--- config.mk ---
export PLATFORM = sky130hd
export DESIGN_NAME = cal_seq_bank
export DESIGN_NICKNAME = d
export VERILOG_FILES = /design/src/rtl/cal_bank_pkg.sv /design/src/rtl/cal_ptr_seq.sv /design/src/rtl/cal_byte_stage.sv /design/src/rtl/cal_reg_file.sv /design/src/rtl/cal_seq_bank.sv
export SDC_FILE = /design/constraint.sdc
export NUM_CORES = 1
export LEC_CHECK = 0
export ABC_CLOCK_PERIOD_IN_PS = 6300
export BUFFER_PORTS_ARGS = -buffer_cell sky130_fd_sc_hd__buf_4
export CORE_ASPECT_RATIO = 1.2
export CORE_MARGIN = 3
export CORE_UTILIZATION = 60
export CTS_CLUSTER_SIZE = 28
export DETAILED_ROUTE_END_ITERATION = 10
export GPL_TIMING_DRIVEN = 0
export PLACE_DENSITY = 0.77
export SYNTH_ARGS = -nofsm -noshare
export SYNTH_HDL_FRONTEND = slang
export SYNTH_SLANG_ARGS = --single-unit
export TNS_END_PERCENT = 5
--- constraint.sdc ---
create_clock -name clk -period 6.3 [get_ports clk]
set_input_delay 0.63 -clock clk [delete_from_list [all_inputs] [get_ports clk]]
set_output_delay 0.63 -clock clk [all_outputs]
set_load 0.1 [all_outputs]
--- src/rtl/cal_bank_pkg.sv ---
package cal_bank_pkg;
  localparam int unsigned BYTE_W = 8;

  typedef enum logic [1:0] {
    GRP_ALL      = 2'b00,
    GRP_GAIN_OFS = 2'b01,
    GRP_OFS      = 2'b10,
    GRP_GAIN     = 2'b11
  } grp_e;

  localparam logic [1:0] RDSEL_BANK = 2'b10;
endpackage

--- src/rtl/cal_ptr_seq.sv ---
module cal_ptr_seq
  import cal_bank_pkg::*;
#(
  parameter int unsigned NUM_REGS = 10,
  parameter int unsigned IDX_W    = 4
) (
  input  logic             clk,
  input  logic             rst_n,
  input  logic             ctrl_we,
  input  logic [1:0]       ctrl_grp,
  input  logic [1:0]       ctrl_rdsel,
  input  logic             host_rd,
  input  logic             host_wr,
  input  logic             host_byte_mode,
  input  logic             host_hben,
  output logic [IDX_W-1:0] ptr,
  output logic             active,
  output logic             rd_vis,
  output logic             wr_commit,
  output logic             wr_stage,
  output logic             seq_busy
);
  localparam logic [IDX_W-1:0] IDX_GAIN = '0;
  localparam logic [IDX_W-1:0] IDX_OFS  = IDX_W'(1);
  localparam logic [IDX_W-1:0] IDX_LAST = IDX_W'(NUM_REGS - 1);

  function automatic logic [IDX_W-1:0] first_of(grp_e g);
    return (g == GRP_OFS) ? IDX_OFS : IDX_GAIN;
  endfunction

  function automatic logic [IDX_W-1:0] last_of(grp_e g);
    case (g)
      GRP_ALL:               return IDX_LAST;
      GRP_GAIN_OFS, GRP_OFS: return IDX_OFS;
      default:               return IDX_GAIN;
    endcase
  endfunction

  logic [IDX_W-1:0] ptr_q, ptr_d;
  grp_e             grp_q, grp_d;
  logic [1:0]       rdsel_q, rdsel_d;
  logic             active_q, active_d;
  logic             rd_ok, wr_ok, full_acc, step;
  logic             multi;

  always_comb begin
    rd_ok     = !ctrl_we && active_q && (rdsel_q == RDSEL_BANK) && host_rd && !host_wr;
    wr_ok     = !ctrl_we && active_q && host_wr && !host_rd;
    full_acc  = !host_byte_mode || host_hben;
    step      = (rd_ok || wr_ok) && full_acc;
    wr_commit = wr_ok && full_acc;
    wr_stage  = wr_ok && host_byte_mode && !host_hben;
    multi     = (grp_q == GRP_ALL) || (grp_q == GRP_GAIN_OFS);
  end

  always_comb begin
    ptr_d    = ptr_q;
    grp_d    = grp_q;
    rdsel_d  = rdsel_q;
    active_d = active_q;
    if (ctrl_we) begin
      grp_d    = grp_e'(ctrl_grp);
      rdsel_d  = ctrl_rdsel;
      active_d = 1'b1;
      ptr_d    = first_of(grp_e'(ctrl_grp));
    end else if (step) begin
      if (ptr_q == last_of(grp_q)) ptr_d = first_of(grp_q);
      else                         ptr_d = ptr_q + 1'b1;
    end
  end

  always_ff @(posedge clk or negedge rst_n) begin
    if (!rst_n) begin
      ptr_q    <= IDX_GAIN;
      grp_q    <= GRP_ALL;
      rdsel_q  <= 2'b00;
      active_q <= 1'b0;
    end else begin
      ptr_q    <= ptr_d;
      grp_q    <= grp_d;
      rdsel_q  <= rdsel_d;
      active_q <= active_d;
    end
  end

  assign ptr      = ptr_q;
  assign active   = active_q;
  assign rd_vis   = active_q && (rdsel_q == RDSEL_BANK);
  assign seq_busy = active_q && multi && (ptr_q != first_of(grp_q));
endmodule

--- src/rtl/cal_byte_stage.sv ---
module cal_byte_stage
  import cal_bank_pkg::*;
#(
  parameter int unsigned BUS_W  = 16,
  parameter int unsigned DATA_W = 14
) (
  input  logic              clk,
  input  logic              rst_n,
  input  logic              stage_en,
  input  logic              byte_mode,
  input  logic [BUS_W-1:0]  wdata,
  output logic [DATA_W-1:0] commit_data
);
  localparam int unsigned HI_W = DATA_W - BYTE_W;

  logic [BYTE_W-1:0] lo_q, lo_d;
  logic              unused_top;

  assign unused_top = ^wdata[BUS_W-1:DATA_W];

  always_comb begin
    lo_d = lo_q;
    if (stage_en) lo_d = wdata[BYTE_W-1:0];
  end

  always_ff @(posedge clk or negedge rst_n) begin
    if (!rst_n) lo_q <= '0;
    else        lo_q <= lo_d;
  end

  always_comb begin
    if (byte_mode) commit_data = {wdata[HI_W-1:0], lo_q};
    else           commit_data = wdata[DATA_W-1:0];
  end
endmodule

--- src/rtl/cal_reg_file.sv ---
module cal_reg_file #(
  parameter int unsigned     NUM_REGS = 10,
  parameter int unsigned     DATA_W   = 14,
  parameter int unsigned     IDX_W    = 4,
  parameter logic [DATA_W-1:0] GAIN_RST = 14'h2000,
  parameter logic [DATA_W-1:0] OFS_RST  = 14'h2000
) (
  input  logic                         clk,
  input  logic                         rst_n,
  input  logic                         ld_en,
  input  logic [IDX_W-1:0]             ld_idx,
  input  logic [DATA_W-1:0]            ld_data,
  input  logic                         hw_en,
  input  logic [IDX_W-1:0]             hw_idx,
  input  logic [DATA_W-1:0]            hw_data,
  output logic [NUM_REGS*DATA_W-1:0]   bank_flat
);
  for (genvar gi = 0; gi < NUM_REGS; gi++) begin : g_reg
    localparam logic [DATA_W-1:0] RST_VAL =
      (gi == 0) ? GAIN_RST : ((gi == 1) ? OFS_RST : '0);
    localparam logic [IDX_W-1:0] MY_IDX = IDX_W'(gi);

    logic [DATA_W-1:0] q, d;
    logic              ld_hit, hw_hit;

    always_comb begin
      ld_hit = ld_en && (ld_idx == MY_IDX);
      hw_hit = hw_en && (hw_idx == MY_IDX);
      d      = q;
      if (ld_hit)      d = ld_data;
      else if (hw_hit) d = hw_data;
    end

    always_ff @(posedge clk or negedge rst_n) begin
      if (!rst_n) q <= RST_VAL;
      else        q <= d;
    end

    assign bank_flat[gi*DATA_W +: DATA_W] = q;
  end
endmodule

--- src/rtl/cal_seq_bank.sv ---
module cal_seq_bank
  import cal_bank_pkg::*;
#(
  parameter int unsigned       NUM_DAC  = 8,
  parameter int unsigned       DATA_W   = 14,
  parameter int unsigned       BUS_W    = 16,
  parameter logic [DATA_W-1:0] GAIN_RST = 14'h2000,
  parameter logic [DATA_W-1:0] OFS_RST  = 14'h2000,
  localparam int unsigned      NUM_REGS = NUM_DAC + 2,
  localparam int unsigned      IDX_W    = $clog2(NUM_REGS)
) (
  input  logic              clk,
  input  logic              rst_n,
  input  logic              ctrl_we,
  input  logic [1:0]        ctrl_grp,
  input  logic [1:0]        ctrl_rdsel,
  input  logic              host_rd,
  input  logic              host_wr,
  input  logic              host_byte_mode,
  input  logic              host_hben,
  input  logic [BUS_W-1:0]  host_wdata,
  output logic [BUS_W-1:0]  host_rdata,
  input  logic              ld_en,
  input  logic [IDX_W-1:0]  ld_idx,
  input  logic [DATA_W-1:0] ld_data,
  output logic              seq_busy
);
  localparam int unsigned HI_W = DATA_W - BYTE_W;

  logic [1:0]                 rst_pipe_q;
  logic                       rst_int_n;
  logic [IDX_W-1:0]           cur_ptr;
  logic                       seq_active;
  logic                       rd_vis, wr_commit, wr_stage;
  logic [DATA_W-1:0]          commit_data;
  logic [NUM_REGS*DATA_W-1:0] bank_flat;
  logic [DATA_W-1:0]          cur_word;

  always_ff @(posedge clk or negedge rst_n) begin
    if (!rst_n) rst_pipe_q <= 2'b00;
    else        rst_pipe_q <= {rst_pipe_q[0], 1'b1};
  end
  assign rst_int_n = rst_pipe_q[1];

  cal_ptr_seq #(.NUM_REGS(NUM_REGS), .IDX_W(IDX_W)) u_seq (
    .clk(clk), .rst_n(rst_int_n),
    .ctrl_we(ctrl_we), .ctrl_grp(ctrl_grp), .ctrl_rdsel(ctrl_rdsel),
    .host_rd(host_rd), .host_wr(host_wr),
    .host_byte_mode(host_byte_mode), .host_hben(host_hben),
    .ptr(cur_ptr), .active(seq_active), .rd_vis(rd_vis),
    .wr_commit(wr_commit), .wr_stage(wr_stage), .seq_busy(seq_busy)
  );

  cal_byte_stage #(.BUS_W(BUS_W), .DATA_W(DATA_W)) u_stage (
    .clk(clk), .rst_n(rst_int_n),
    .stage_en(wr_stage), .byte_mode(host_byte_mode),
    .wdata(host_wdata), .commit_data(commit_data)
  );

  cal_reg_file #(
    .NUM_REGS(NUM_REGS), .DATA_W(DATA_W), .IDX_W(IDX_W),
    .GAIN_RST(GAIN_RST), .OFS_RST(OFS_RST)
  ) u_regs (
    .clk(clk), .rst_n(rst_int_n),
    .ld_en(ld_en), .ld_idx(ld_idx), .ld_data(ld_data),
    .hw_en(wr_commit), .hw_idx(cur_ptr), .hw_data(commit_data),
    .bank_flat(bank_flat)
  );

  always_comb begin
    cur_word = '0;
    for (int i = 0; i < NUM_REGS; i++) begin
      if (cur_ptr == IDX_W'(i)) cur_word = bank_flat[i*DATA_W +: DATA_W];
    end
  end

  always_comb begin
    host_rdata = '0;
    if (rd_vis) begin
      if (!host_byte_mode)
        host_rdata = {{(BUS_W-DATA_W){1'b0}}, cur_word};
      else if (host_hben)
        host_rdata = {{(BUS_W-HI_W){1'b0}}, cur_word[DATA_W-1:BYTE_W]};
      else
        host_rdata = {{(BUS_W-BYTE_W){1'b0}}, cur_word[BYTE_W-1:0]};
    end
  end
endmodule

Yosys cells after proc, flatten, opt, wreduce, memory -nomap -nowiden

Cells that the tools add are included.

Output and inout port bits: 17
Input bits: 46
Register bits after elaboration: 159

Reductions and logical operators: 56
Add/subtract/negate cells: 1
Eq/ne operators: 24
Mux-type cells: 42

Operators with widths:

| kind                  | count |
|---|---|
| $mux W14              | 32 |
| $logic_and A1 B1 Y1   | 33 |
| $eq A4 B3 Y1 const B  | 8 |
| $reduce_bool A2 Y1    | 11 |
| $mux W4               | 5 |
| $eq A4 B2 Y1 const B  | 4 |
| $eq A4 B4 Y1 const B  | 4 |
| $mux W16              | 1 |
| $eq A4 B1 Y1 const B  | 2 |
| $logic_not A4 Y1      | 2 |
| $mux W8               | 1 |
| $pmux W4 S2           | 1 |
| $eq A2 B2 Y1 const B  | 3 |
| $logic_not A1 Y1      | 5 |
| $add A4 B1 Y4 const B | 1 |
| $eq A4 B4 Y1          | 1 |
| $ne A4 B4 Y1          | 1 |
| $logic_or A1 B1 Y1    | 3 |
| $eq A2 B1 Y1 const B  | 1 |
| $logic_not A2 Y1      | 1 |
| $mux W1               | 2 |
| $reduce_or A2 Y1      | 1 |

Depth between registers and ports, before layout

Gate-level depths: netlist (run 1).

Depth after elaboration: 14
Depth in mapped cells: 9
Gate-level depth less buffers: 7

Hierarchy

From an unflattened synthesis (run 1), not the netlist that was laid out.

Cell total of the unflattened synthesis: 1178
Area, all modules: 10238.6 um^2

Modules (own cells, without submodules):

| module         | sequential area each (um^2) | cells each | area each (um^2) | instances |
|---|---|---|---|---|
| cal_reg_file   | 3505.9                      | 875        | 7556.0           | 1 |
| cal_seq_bank   | 50.0                        | 219        | 1640.3           | 1 |
| cal_ptr_seq    | 225.2                       | 52         | 578.1            | 1 |
| cal_byte_stage | 200.2                       | 32         | 464.2            | 1 |

Worst setup path after synthesis (run 1)

Ideal clock, no wire load.

Kind: register to output
From: register u_seq.ptr_q[0], in the netlist u_seq.ptr[0]
To: output port host_rdata[5]
Required time: 5670 ps
Buffers on the path: 2
Cell stages (with the launch flop): 10
Data arrival time: 3341 ps
Setup slack: 2329 ps
Path through: dfrtp_1 > inv_1 > ha_1 > buf_4 > inv_1 > clkbuf_1 > a21oi_1 > nor4b_1 > a21oi_1 > a32oi_1

Longest elaborated chain between the ends: 14
Elaborated cells between the ends (all ways): 23
Those cells by class: eq/ne (9); mux (13); reduce/logical (1)

RTL lines:

| item                   | line               | RTL |
|---|---|---|
| from (decl)            | cal_ptr_seq.sv:39  | `logic [IDX_W-1:0] ptr_q, ptr_d;` |
| from (signal assigned) | cal_ptr_seq.sv:79  | `ptr_q <= ptr_d;` |
| $logic_not A4 Y1       | cal_seq_bank.sv:73 | `if (cur_ptr == IDX_W'(i)) cur_word = bank_flat[i*DATA_W +: DATA_W];` |
| $mux W14 (9 in a row)  | cal_seq_bank.sv:73 |  |
| $mux W14 (*)           | cal_seq_bank.sv:73 |  |
| $mux W8                | cal_seq_bank.sv:82 | `else if (host_hben)` |
| $mux W14 (*)           | cal_seq_bank.sv:80 | `if (!host_byte_mode)` |
| $mux W16 (*)           | cal_seq_bank.sv:79 | `if (rd_vis) begin` |
| to (decl)              | cal_seq_bank.sv:22 | `output logic [BUS_W-1:0] host_rdata,` |

Every way passes the cells marked *; elsewhere a longest branch is shown, timed or not.

Final worst setup path (run 1)

Ends and elaborated chain as after synthesis.

==> flow_metrics.py, run 1 <==
metrics = {
    "timing": {
        "fin_ws_ps": 1910,
        "fmax_ghz": 0.228,
        "rsz0062_at_grt": "no",
        "period_minus_slack_ps": 4390,
        "finalCritPeriodShare": 0.697,
        "clock_skew_ps": 6.04,
        "setup_viol": 0,
        "hold_viol": 0,
        "worst_pin_slew_ps": 874,
        "drv_slew": 0,
        "whs_ps": 351,
        "worst_slew_margin_rel": 0.403,
    },
    "synthesis": {
        "yosysMostFrequentCell": "nor2_1",
        "synth_top_cells_by_count": "nor2_1, dfrtp_1, mux2i_1",
        "ys_warn_count": 0,
        "syn_inst": 972,
        "synth_edf_count": 0,
        "synthFlopType": "dfrtp_1",
        "synth_area_sq_um": 9530,
        "synth_top_area_frac": 0.412,
        "yosysSeqAreaShare": 0.418,
        "synth-seq-cells": 159,
        "synth_area_leader_cell": "dfrtp_1",
        "synthTopCellsByArea": "dfrtp_1, mux2i_1, a21oi_1, nor2_1, a21oi_2",
        "avgSynthCellArea_sq_um": 9.80,
        "async_reset_ff_frac": 1.00,
        "synth_cell_types": 69,
    },
    "pwr": {
        "peakVddDrop_mv": 0.179,
        "power.density_nw_per_um2": 321,
        "power_leakage_uw": 0.00495,
        "power.total_uw": 3460,
    },
    "worst_setup_path": {
        "cp-start-kind": "flop",
        "crit_type": "flop to output port",
        "path_delay_family": "buffers and inverters",
        "cpMaxStageDelayCell": "buf_1",
        "worst_path_largest_cell_delay_ps": 520,
        "end_kind": "output port",
        "crit_buf_inv": 5,
        "crit_top_cell": "buf_4",
        "crit_fanout": 10,
        "cp.arrival_ps": 3760,
        "cp.required_ps": 5670,
        "cp_cell_sequence": "inv_1, ha_1, buf_4, buf_2, buf_1, a221oi_1, o31ai_1, a21oi_1, a32oi_1, buf_4",
    },
    "cts": {
        "clock_latency_ps": 440,
        "clockBufferDepth": 2,
        "post_cts_resize_count": 0,
        "cts_buffers": 17,
        "cts_root_buf": "clkbuf_16",
        "ctsHtreeMaxLevel": 4,
        "cts_tree": "done",
        "numClockSinks": 159,
        "path_clk_slew_ps": 70,
    },
    "floorplan": {
        "core_area_sq_um": 15300,
        "dieArea_sq_um": 17400,
        "dieWidth_microns": 121,
        "initial_core_util": 0.624,
        "ios": 63,
        "die_y_microns": 144,
        "rows": 49,
    },
    "finish": {
        "antenna_cells": 0,
        "final_util": 0.705,
        "drive_above_1_share": 0.201,
        "area.growth.synth_to_final_pct": 13.0,
        "n_fill_cell": 1213,
        "final_cells": 1254,
        "fin_nets": 1087,
    },
    "placement": {
        "pre_cts_slack_ps": 2540,
        "io_buffers": 42,
        "place_inst": 1221,
        "globalplace.congestion": 0.982,
        "hpwl_microns": 21800,
    },
    "global_route": {
        "grt_pass1_vias": 8507,
        "gr-total-overflow": 0,
        "grt_usage": 0.360,
        "antenna_found_initial": 0,
        "grt_first_pass_wirelength_microns": 47500,
        "grt_max_degree": 66,
    },
    "route": {
        "drt_iter0_markers": 1103,
        "via_count": 8497,
        "dr.pass1.iters": 5,
        "ant_nets": 0,
        "drc": 0,
        "via_per_inst": 6.78,
        "wl_per_cell_microns": 24.5,
        "finalWirelength_microns": 30800,
    },
    "hold_path": {
        "hp-class": "flop to async pin",
    },
    "flow_run": {
        "drv_cap": 0,
    },
    "status": {
        "outcome": "complete, no violations",
    },
}
==> where the power goes <==
part / switching, uW / internal, uW / total [uW]
logic: 559 / 340 / 899
clock network: 456 / 623 / 1080
registers: 185 / 1290 / 1480
total: 1200 / 2260 / 3460
==> path summary, 6_finish.rpt <==
kind                                                      to  slack [ps]  depth (start not counted)                     start
max                                            host_rdata[5]        1910                         10  u_seq.ptr[0]$_DFFE_PN0P_
min                        u_regs.g_reg[0].q[12]$_DFFE_PN0P_         350                          0   rst_pipe_q[1]$_DFF_PN0_
max reg2reg                 u_regs.g_reg[6].q[7]$_DFFE_PN0P_        3610                          9  u_seq.ptr[0]$_DFFE_PN0P_
min reg2reg                u_regs.g_reg[0].q[12]$_DFFE_PN0P_         350                          0   rst_pipe_q[1]$_DFF_PN0_
max in group asynchronous  u_regs.g_reg[0].q[13]$_DFFE_PN1P_        5160                          1   rst_pipe_q[1]$_DFF_PN0_
min in group clk                     rst_pipe_q[1]$_DFF_PN0_         350                          0   rst_pipe_q[0]$_DFF_PN0_
==> flip-flops by register name (all words and copies together), names as in the netlist <==
register       flops
u_stage.lo_q       8
u_seq.ptr          4
u_regs.g.q       140
u_seq.active       1
u_seq.grp_q        2
rst_pipe_q         2
u_seq.rdsel_q      2
==> kinds of logic (layout without fill, tap and decap cells) <==
group | after synthesis | after routing | share of synthesized area
multiplexers | 166 | 166 | 0.178
AND/OR/NAND/NOR | 243 | 243 | 0.121
adder cells (fa/ha/maj) | 4 | 4 | 0.00525
buffers and inverters | 90 | 167 | 0.0517
flip-flops | 159 | 159 | 0.418
AO/OA/AOI/OAI | 307 | 307 | 0.225
XOR/XNOR | 1 | 1 | 0.000919
other | 2 | 3 | 0.000788
==> cell usage in the layout (no fill, tap or decap), drive strengths merged, types with 3 or more instances in the layout <==
cell type / instances
conb: 3
a211oi: 8
a221oi: 8
nand3b: 7
mux2: 25
o21bai: 3
a222oi: 3
or2: 3
nor2b: 4
nand2: 26
ha: 4
bufinv: 3
o31ai: 13
buf: 108
nor2: 163
o221ai: 3
and2: 4
a31oi: 9
and3: 3
clkinv: 8
o21ai: 20
clkbuf: 33
a21o: 5
dfrtp: 157
a22oi: 7
inv: 12
o21a: 8
o211ai: 8
o22ai: 14
and3b: 6
a21oi: 170
a221o: 15
nand2b: 11
mux2i: 141
==> metal layers <==
metal  GRT usage  wire length [microns]  vias up
met1       0.462                  12000     4257
met5           0                      0        -
met3      0.0583                   2460      102
li1            -                      -     3661
met2       0.599                  15000      477
met4       0.174                   1320        0
==> worst register-to-register path, stage by stage (launching register included) <==
cell and delay (ps):
dfrtp_1 470, inv_1 190, ha_1 170, buf_4 200, buf_2 320, nand3b_1 390, o21bai_4 420, buf_4 260
nor2_1 70, a21oi_1 120
==> repair_timing <==
item	in CTS	in global routing
buffers inserted	0	0
hold buffers	1	0
endpoints found under the hold margin	2	0
==> metrics by stage <==
stage	area [sq um]	setup TNS, ps
after detailed placement	10200	0
final	10800	0
after CTS	10800	0
after floorplan	9530	0
after global routing	10800	0
after global placement	10100	-62510
==> layout make-up <==
class                   count  area [sq um]  share of cell area
multi-input cells         724          5060               0.470
repair buffers             45           380              0.0353
well taps                 204           255              0.0237
plain buffers              79           452              0.0420
inverters                  11          41.3             0.00384
flip-flops and latches    159          3990               0.370
clock buffers              18           429              0.0399
clock inverters            14           165              0.0153
No activity file was read; power rests on OpenSTA's default activity.
==> inputs of run 2 (changes only) <==
--- a/config.mk
+++ b/config.mk
@@ -5,15 +5,15 @@
 export SDC_FILE = /design/constraint.sdc
 export NUM_CORES = 1
 export LEC_CHECK = 0
-export ABC_CLOCK_PERIOD_IN_PS = 6300
+export ABC_CLOCK_PERIOD_IN_PS = 3700
 export BUFFER_PORTS_ARGS = -buffer_cell sky130_fd_sc_hd__buf_4
 export CORE_ASPECT_RATIO = 1.2
 export CORE_MARGIN = 3
-export CORE_UTILIZATION = 60
+export CORE_UTILIZATION = 56
 export CTS_CLUSTER_SIZE = 28
 export DETAILED_ROUTE_END_ITERATION = 10
 export GPL_TIMING_DRIVEN = 0
-export PLACE_DENSITY = 0.77
+export PLACE_DENSITY = 0.76
 export SYNTH_ARGS = -nofsm -noshare
 export SYNTH_HDL_FRONTEND = slang
 export SYNTH_SLANG_ARGS = --single-unit
==> constraint.sdc (replaced) <==
create_clock -name clk -period 3.7 [get_ports clk]
set_input_delay 0.37 -clock clk [delete_from_list [all_inputs] [get_ports clk]]
set_output_delay 0.37 -clock clk [all_outputs]
set_load 0.1 [all_outputs]
==> flow_metrics.py, run 2 (synthesized netlist as in run 1, its figures left out) <==
metrics = {
    "hold_path": {
        "hp-class": "primary input to flop",
        "min_from": "ctrl_grp[0]",
        "hold_path_end": "u_seq.ptr[0]$_DFFE_PN0P_",
        "holdPathStages": 2,
    },
    "worst_setup_path": {
        "cp.arrival_ps": 3270,
        "rr_worst_depth": 9,
        "reg2reg_slack_ps": 1030,
        "startpoint": "u_seq.ptr[1]$_DFFE_PN0P_",
        "cp_cell_sequence": "inv_1, ha_1, buf_4, buf_2, nand2_1, a211oi_1, a31oi_1, o21ai_2, and3_1, buf_4",
        "crit_buf_inv": 4,
        "end_kind": "output port",
        "crit_type": "flop to output port",
        "cp.depth": 10,
        "crit_fanout": 10,
        "r2r_end": "u_regs.g_reg[6].q[8]$_DFFE_PN0P_",
        "cp.required_ps": 3330,
        "timing.rr.start": "u_seq.ptr[0]$_DFFE_PN0P_",
        "worst_path_largest_cell_delay_ps": 470,
        "cp-start-kind": "flop",
        "cpMaxStageDelayCell": "dfrtp_1",
        "crit_top_cell": "buf_4",
        "path_delay_family": "buffers and inverters",
    },
    "floorplan": {
        "rows": 51,
        "ios": 63,
        "dieArea_sq_um": 18600,
        "initial_core_util": 0.579,
        "die_y_microns": 149,
        "dieWidth_microns": 125,
        "core_area_sq_um": 16500,
    },
    "placement": {
        "place_inst": 1229,
        "io_buffers": 42,
        "hpwl_microns": 21900,
        "globalplace.congestion": 0.955,
        "pre_cts_slack_ps": 233,
    },
    "pwr": {
        "peakVddDrop_mv": 0.366,
        "power_leakage_uw": 0.00498,
        "power.density_nw_per_um2": 539,
        "power.total_uw": 5850,
    },
    "route": {
        "via_count": 8363,
        "drt_iter0_markers": 1180,
        "finalWirelength_microns": 30700,
        "wl_per_cell_microns": 24.3,
        "ant_nets": 0,
        "via_per_inst": 6.62,
        "dr.pass1.iters": 7,
        "drc": 0,
    },
    "timing": {
        "fin_ws_ps": 63.9,
        "finalCritPeriodShare": 0.983,
        "worst_pin_slew_ps": 850,
        "clock_skew_ps": 9.81,
        "fmax_ghz": 0.275,
        "worst_slew_margin_rel": 0.433,
        "setup_viol": 0,
        "hold_viol": 0,
        "rsz0062_at_grt": "no",
        "drv_slew": 0,
        "whs_ps": 131,
        "period_minus_slack_ps": 3640,
    },
    "finish": {
        "drive_above_1_share": 0.213,
        "final_cell_mix": "nor2_1, dfrtp_1, mux2i_1",
        "largest_reg_flops": 140,
        "final_common_cell": "nor2_1",
        "regMostFlops": "u_regs.g.q",
        "fin_nets": 1088,
        "antenna_cells": 0,
        "area.growth.synth_to_final_pct": 13.9,
        "final_cells": 1263,
    },
    "global_route": {
        "grt_usage": 0.333,
        "use_met1": 0.425,
        "grt_first_pass_wirelength_microns": 47800,
        "antenna_found_initial": 0,
        "grt_use_met2": 0.539,
        "grt-busiest-layer": "met2",
        "grt_use_met3": 0.0516,
        "grt_pass1_vias": 8424,
        "grt_max_degree": 60,
        "gr-total-overflow": 0,
    },
    "status": {
        "outcome": "complete, no violations",
    },
    "cts": {
        "cts_root_buf": "clkbuf_16",
        "cts_buffers": 17,
        "numClockSinks": 159,
        "clockBufferDepth": 2,
        "ctsHtreeMaxLevel": 4,
        "path_clk_slew_ps": 70,
        "clock_latency_ps": 440,
        "cts_tree": "done",
    },
    "flow_run": {
        "drv_cap": 0,
    },
}
-- run 2: worst max-delay path by stage --
stage	slack, ps	end
5_1_grt	20	host_rdata[9]
3_3_place_gp	-40	u_seq.rdsel_q[0]$_DFFE_PN0P_
6_report	60	host_rdata[9]
2_1_floorplan	-10	host_rdata[5]
3_5_place_dp	230	host_rdata[4]
4_1_cts	-70	host_rdata[4]
-- run 2: final cells by class --
type                            count  area (sq um)
Multi-Input combinational cell    724          5090
Buffer                             79           477
Clock inverter                     10           103
Clock buffer                       22           484
Timing Repair Buffer               46           399
Inverter                           11          41.3
Tap cell                          212           265
Fill cell                        1331          5610
Sequential cell                   159          3990
-- run 2: repair_timing --
action                     CTS  global route
setup endpoints to repair   12            12
pin swaps                    0             3
resized for setup           10            20
hold endpoints to repair     2             0
hold buffers                 1             0
buffers inserted             0             1
-- run 2: worst reg2reg max path, cell delays in order (launching register included) --
cell and delay, ps:
dfrtp_2 460, inv_1 170, ha_1 190, buf_4 210, clkbuf_4 280, nand3b_1 350
o21bai_4 430, buf_4 270, nor2_1 70, a21oi_1 140
-- run 2: per-stage QoR --
step | util | area, sq um | TNS, ps
floorplan | - | 9530 | -11.3
global placement | 0.614 | 10100 | -2880
detailed placement | 0.618 | 10200 | 0
CTS | 0.656 | 10800 | -68.6
global route | 0.659 | 10900 | 0
finish | 0.659 | 10900 | 0
-- run 2: report_power, final --
group | switching [uW] | internal (uW) | leakage [uW]
combinational | 954 | 600 | 0.00287
sequential | 313 | 2200 | 0.00183
clock | 777 | 1010 | 0.000284
-- run 2: per-layer routing --
layer,wire length (microns),share of wire
met5,0,0
met4,1870,0.061
met3,2340,0.076
met2,14500,0.47
met1,12100,0.39
==> inputs of run 3 (changes only) <==
--- a/config.mk
+++ b/config.mk
@@ -8,7 +8,7 @@
 export ABC_CLOCK_PERIOD_IN_PS = 3700
 export BUFFER_PORTS_ARGS = -buffer_cell sky130_fd_sc_hd__buf_4
 export CORE_ASPECT_RATIO = 1.2
-export CORE_MARGIN = 3
+export CORE_MARGIN = 2
 export CORE_UTILIZATION = 56
 export CTS_CLUSTER_SIZE = 28
 export DETAILED_ROUTE_END_ITERATION = 10
==> flow_metrics.py, run 3 (synthesized netlist as in run 1, its figures left out) <==
metrics = {
    "global_route": {
        "grt_pass1_vias": 8220,
        "use_met1": 0.449,
        "grt_usage": 0.349,
        "grt_max_degree": 65,
        "grt_first_pass_wirelength_microns": 47100,
        "gr-total-overflow": 0,
        "grt-busiest-layer": "met2",
        "grt_use_met3": 0.0633,
        "grt_use_met2": 0.551,
        "antenna_found_initial": 0,
    },
    "floorplan": {
        "core_area_sq_um": 16800,
        "initial_core_util": 0.568,
        "dieArea_sq_um": 18100,
        "rows": 52,
        "dieWidth_microns": 123,
        "die_y_microns": 147,
        "ios": 63,
    },
    "pwr": {
        "peakVddDrop_mv": 0.376,
        "power.density_nw_per_um2": 548,
        "power_leakage_uw": 0.00499,
    },
    "finish": {
        "antenna_cells": 0,
        "regMostFlops": "u_regs.g.q",
        "seq_area_sq_um": 3990,
        "largest_reg_flops": 140,
        "final_util": 0.650,
        "n_fill_cell": 1393,
        "multi_input_area_sq_um": 5110,
        "final_cell_mix": "nor2_1, dfrtp_1, mux2i_1",
        "fin_nets": 1088,
        "final_common_cell": "nor2_1",
        "area.growth.synth_to_final_pct": 14.5,
        "drive_above_1_share": 0.216,
    },
    "timing": {
        "drv_slew": 0,
        "fin_ws_ps": 36.6,
        "worst_pin_slew_ps": 734,
        "finalCritPeriodShare": 0.990,
        "fmax_ghz": 0.273,
        "rsz0062_at_grt": "no",
        "period_minus_slack_ps": 3660,
        "clock_skew_ps": 7.60,
        "hold_viol": 0,
        "whs_ps": 128,
        "worst_slew_margin_rel": 0.511,
        "setup_viol": 0,
    },
    "cts": {
        "cts_root_buf": "clkbuf_16",
        "clock_latency_ps": 440,
        "numClockSinks": 159,
        "ctsHtreeMaxLevel": 4,
        "clockBufferDepth": 2,
        "cts_tree": "done",
        "cts_buffers": 17,
        "path_clk_slew_ps": 70,
    },
    "flow_run": {
        "drv_cap": 0,
    },
    "route": {
        "via_count": 8328,
        "finalWirelength_microns": 30600,
        "wl_per_cell_microns": 24.1,
        "via_per_inst": 6.57,
        "drc": 0,
        "ant_nets": 0,
        "drt_iter0_markers": 1044,
        "dr.pass1.iters": 5,
    },
    "worst_setup_path": {
        "end_kind": "output port",
        "crit_fanout": 10,
        "crit_top_cell": "clkbuf_4",
        "cp-start-kind": "flop",
        "worst_path_largest_cell_delay_ps": 470,
        "cp.arrival_ps": 3290,
        "cpMaxStageDelayCell": "dfrtp_2",
        "path_delay_family": "compound AO/OA/AOI/OAI gates",
        "cp_cell_sequence": "inv_1, ha_1, clkbuf_4, clkbuf_4, nand2_1, a211oi_1, a31oi_1, o31ai_4, a221o_1, buf_4",
        "crit_buf_inv": 4,
        "cp.required_ps": 3330,
        "crit_type": "flop to output port",
    },
    "placement": {
        "pre_cts_slack_ps": 224,
        "io_buffers": 42,
        "hpwl_microns": 21700,
        "globalplace.congestion": 0.938,
    },
    "status": {
        "outcome": "complete, no violations",
    },
    "hold_path": {
        "hp-class": "primary input to flop",
    },
}
==> run 3: per-layer routing <==
layer	wire length, microns	part of all wire
met3	2300	0.075
met1	12000	0.39
met4	1670	0.055
met5	0	0
met2	14600	0.48
==> run 3: through the flow <==
step	instances	total power, uW	TNS [ps]	instance area, sq um
4_1_cts	1266	5910	-74.2	10800
3_3_place_gp	1231	3950	-4700	10100
6_report	1267	5980	0	10900
2_1_floorplan	973	3550	-11.3	9530
5_1_grt	1267	6220	0	10900
3_5_place_dp	1233	4010	0	10200
==> run 3: final cells by class <==
class | instances | share of cell area
buffer | 78 | 0.0429
clock buffer | 19 | 0.0406
clock inverter | 13 | 0.0171
inverter | 11 | 0.00378
multi-input combinational | 724 | 0.469
sequential | 159 | 0.365
tap | 216 | 0.0248
timing repair buffer | 47 | 0.0366
==> run 3: final timing paths <==
kind / from / endpoint / slack [ps] / cells past startpoint
setup / recovery: u_seq.ptr[1]$_DFFE_PN0P_ / host_rdata[2] / 40 / 10
hold / removal: ctrl_grp[0] / u_seq.ptr[0]$_DFFE_PN0P_ / 130 / 2
setup reg to reg: u_seq.ptr[0]$_DFFE_PN0P_ / u_regs.g_reg[6].q[6]$_DFFE_PN0P_ / 1030 / 8
hold reg to reg: rst_pipe_q[1]$_DFF_PN0_ / u_regs.g_reg[1].q[12]$_DFFE_PN0P_ / 330 / 0
max in group asynchronous: rst_pipe_q[1]$_DFF_PN0_ / u_seq.ptr[1]$_DFFE_PN0P_ / 2590 / 1
min in group asynchronous: rst_n / rst_pipe_q[1]$_DFF_PN0_ / 250 / 2
==> run 3: timing repair <==
item | CTS | global route
setup buffers | 0 | 2
pin swaps | 0 | 5
hold buffers | 1 | 0
setup endpoints to repair | 14 | 11
cloned | 0 | 0
endpoints found under the hold margin | 2 | 0
resized for setup | 11 | 17
==> run 3: report_power, final <==
part | leakage, uW | switching, uW | internal (uW)
clock | 0.000296 | 759 | 1150
combinational | 0.00287 | 957 | 605
sequential | 0.00183 | 306 | 2200
total | 0.00499 | 2020 | 3960
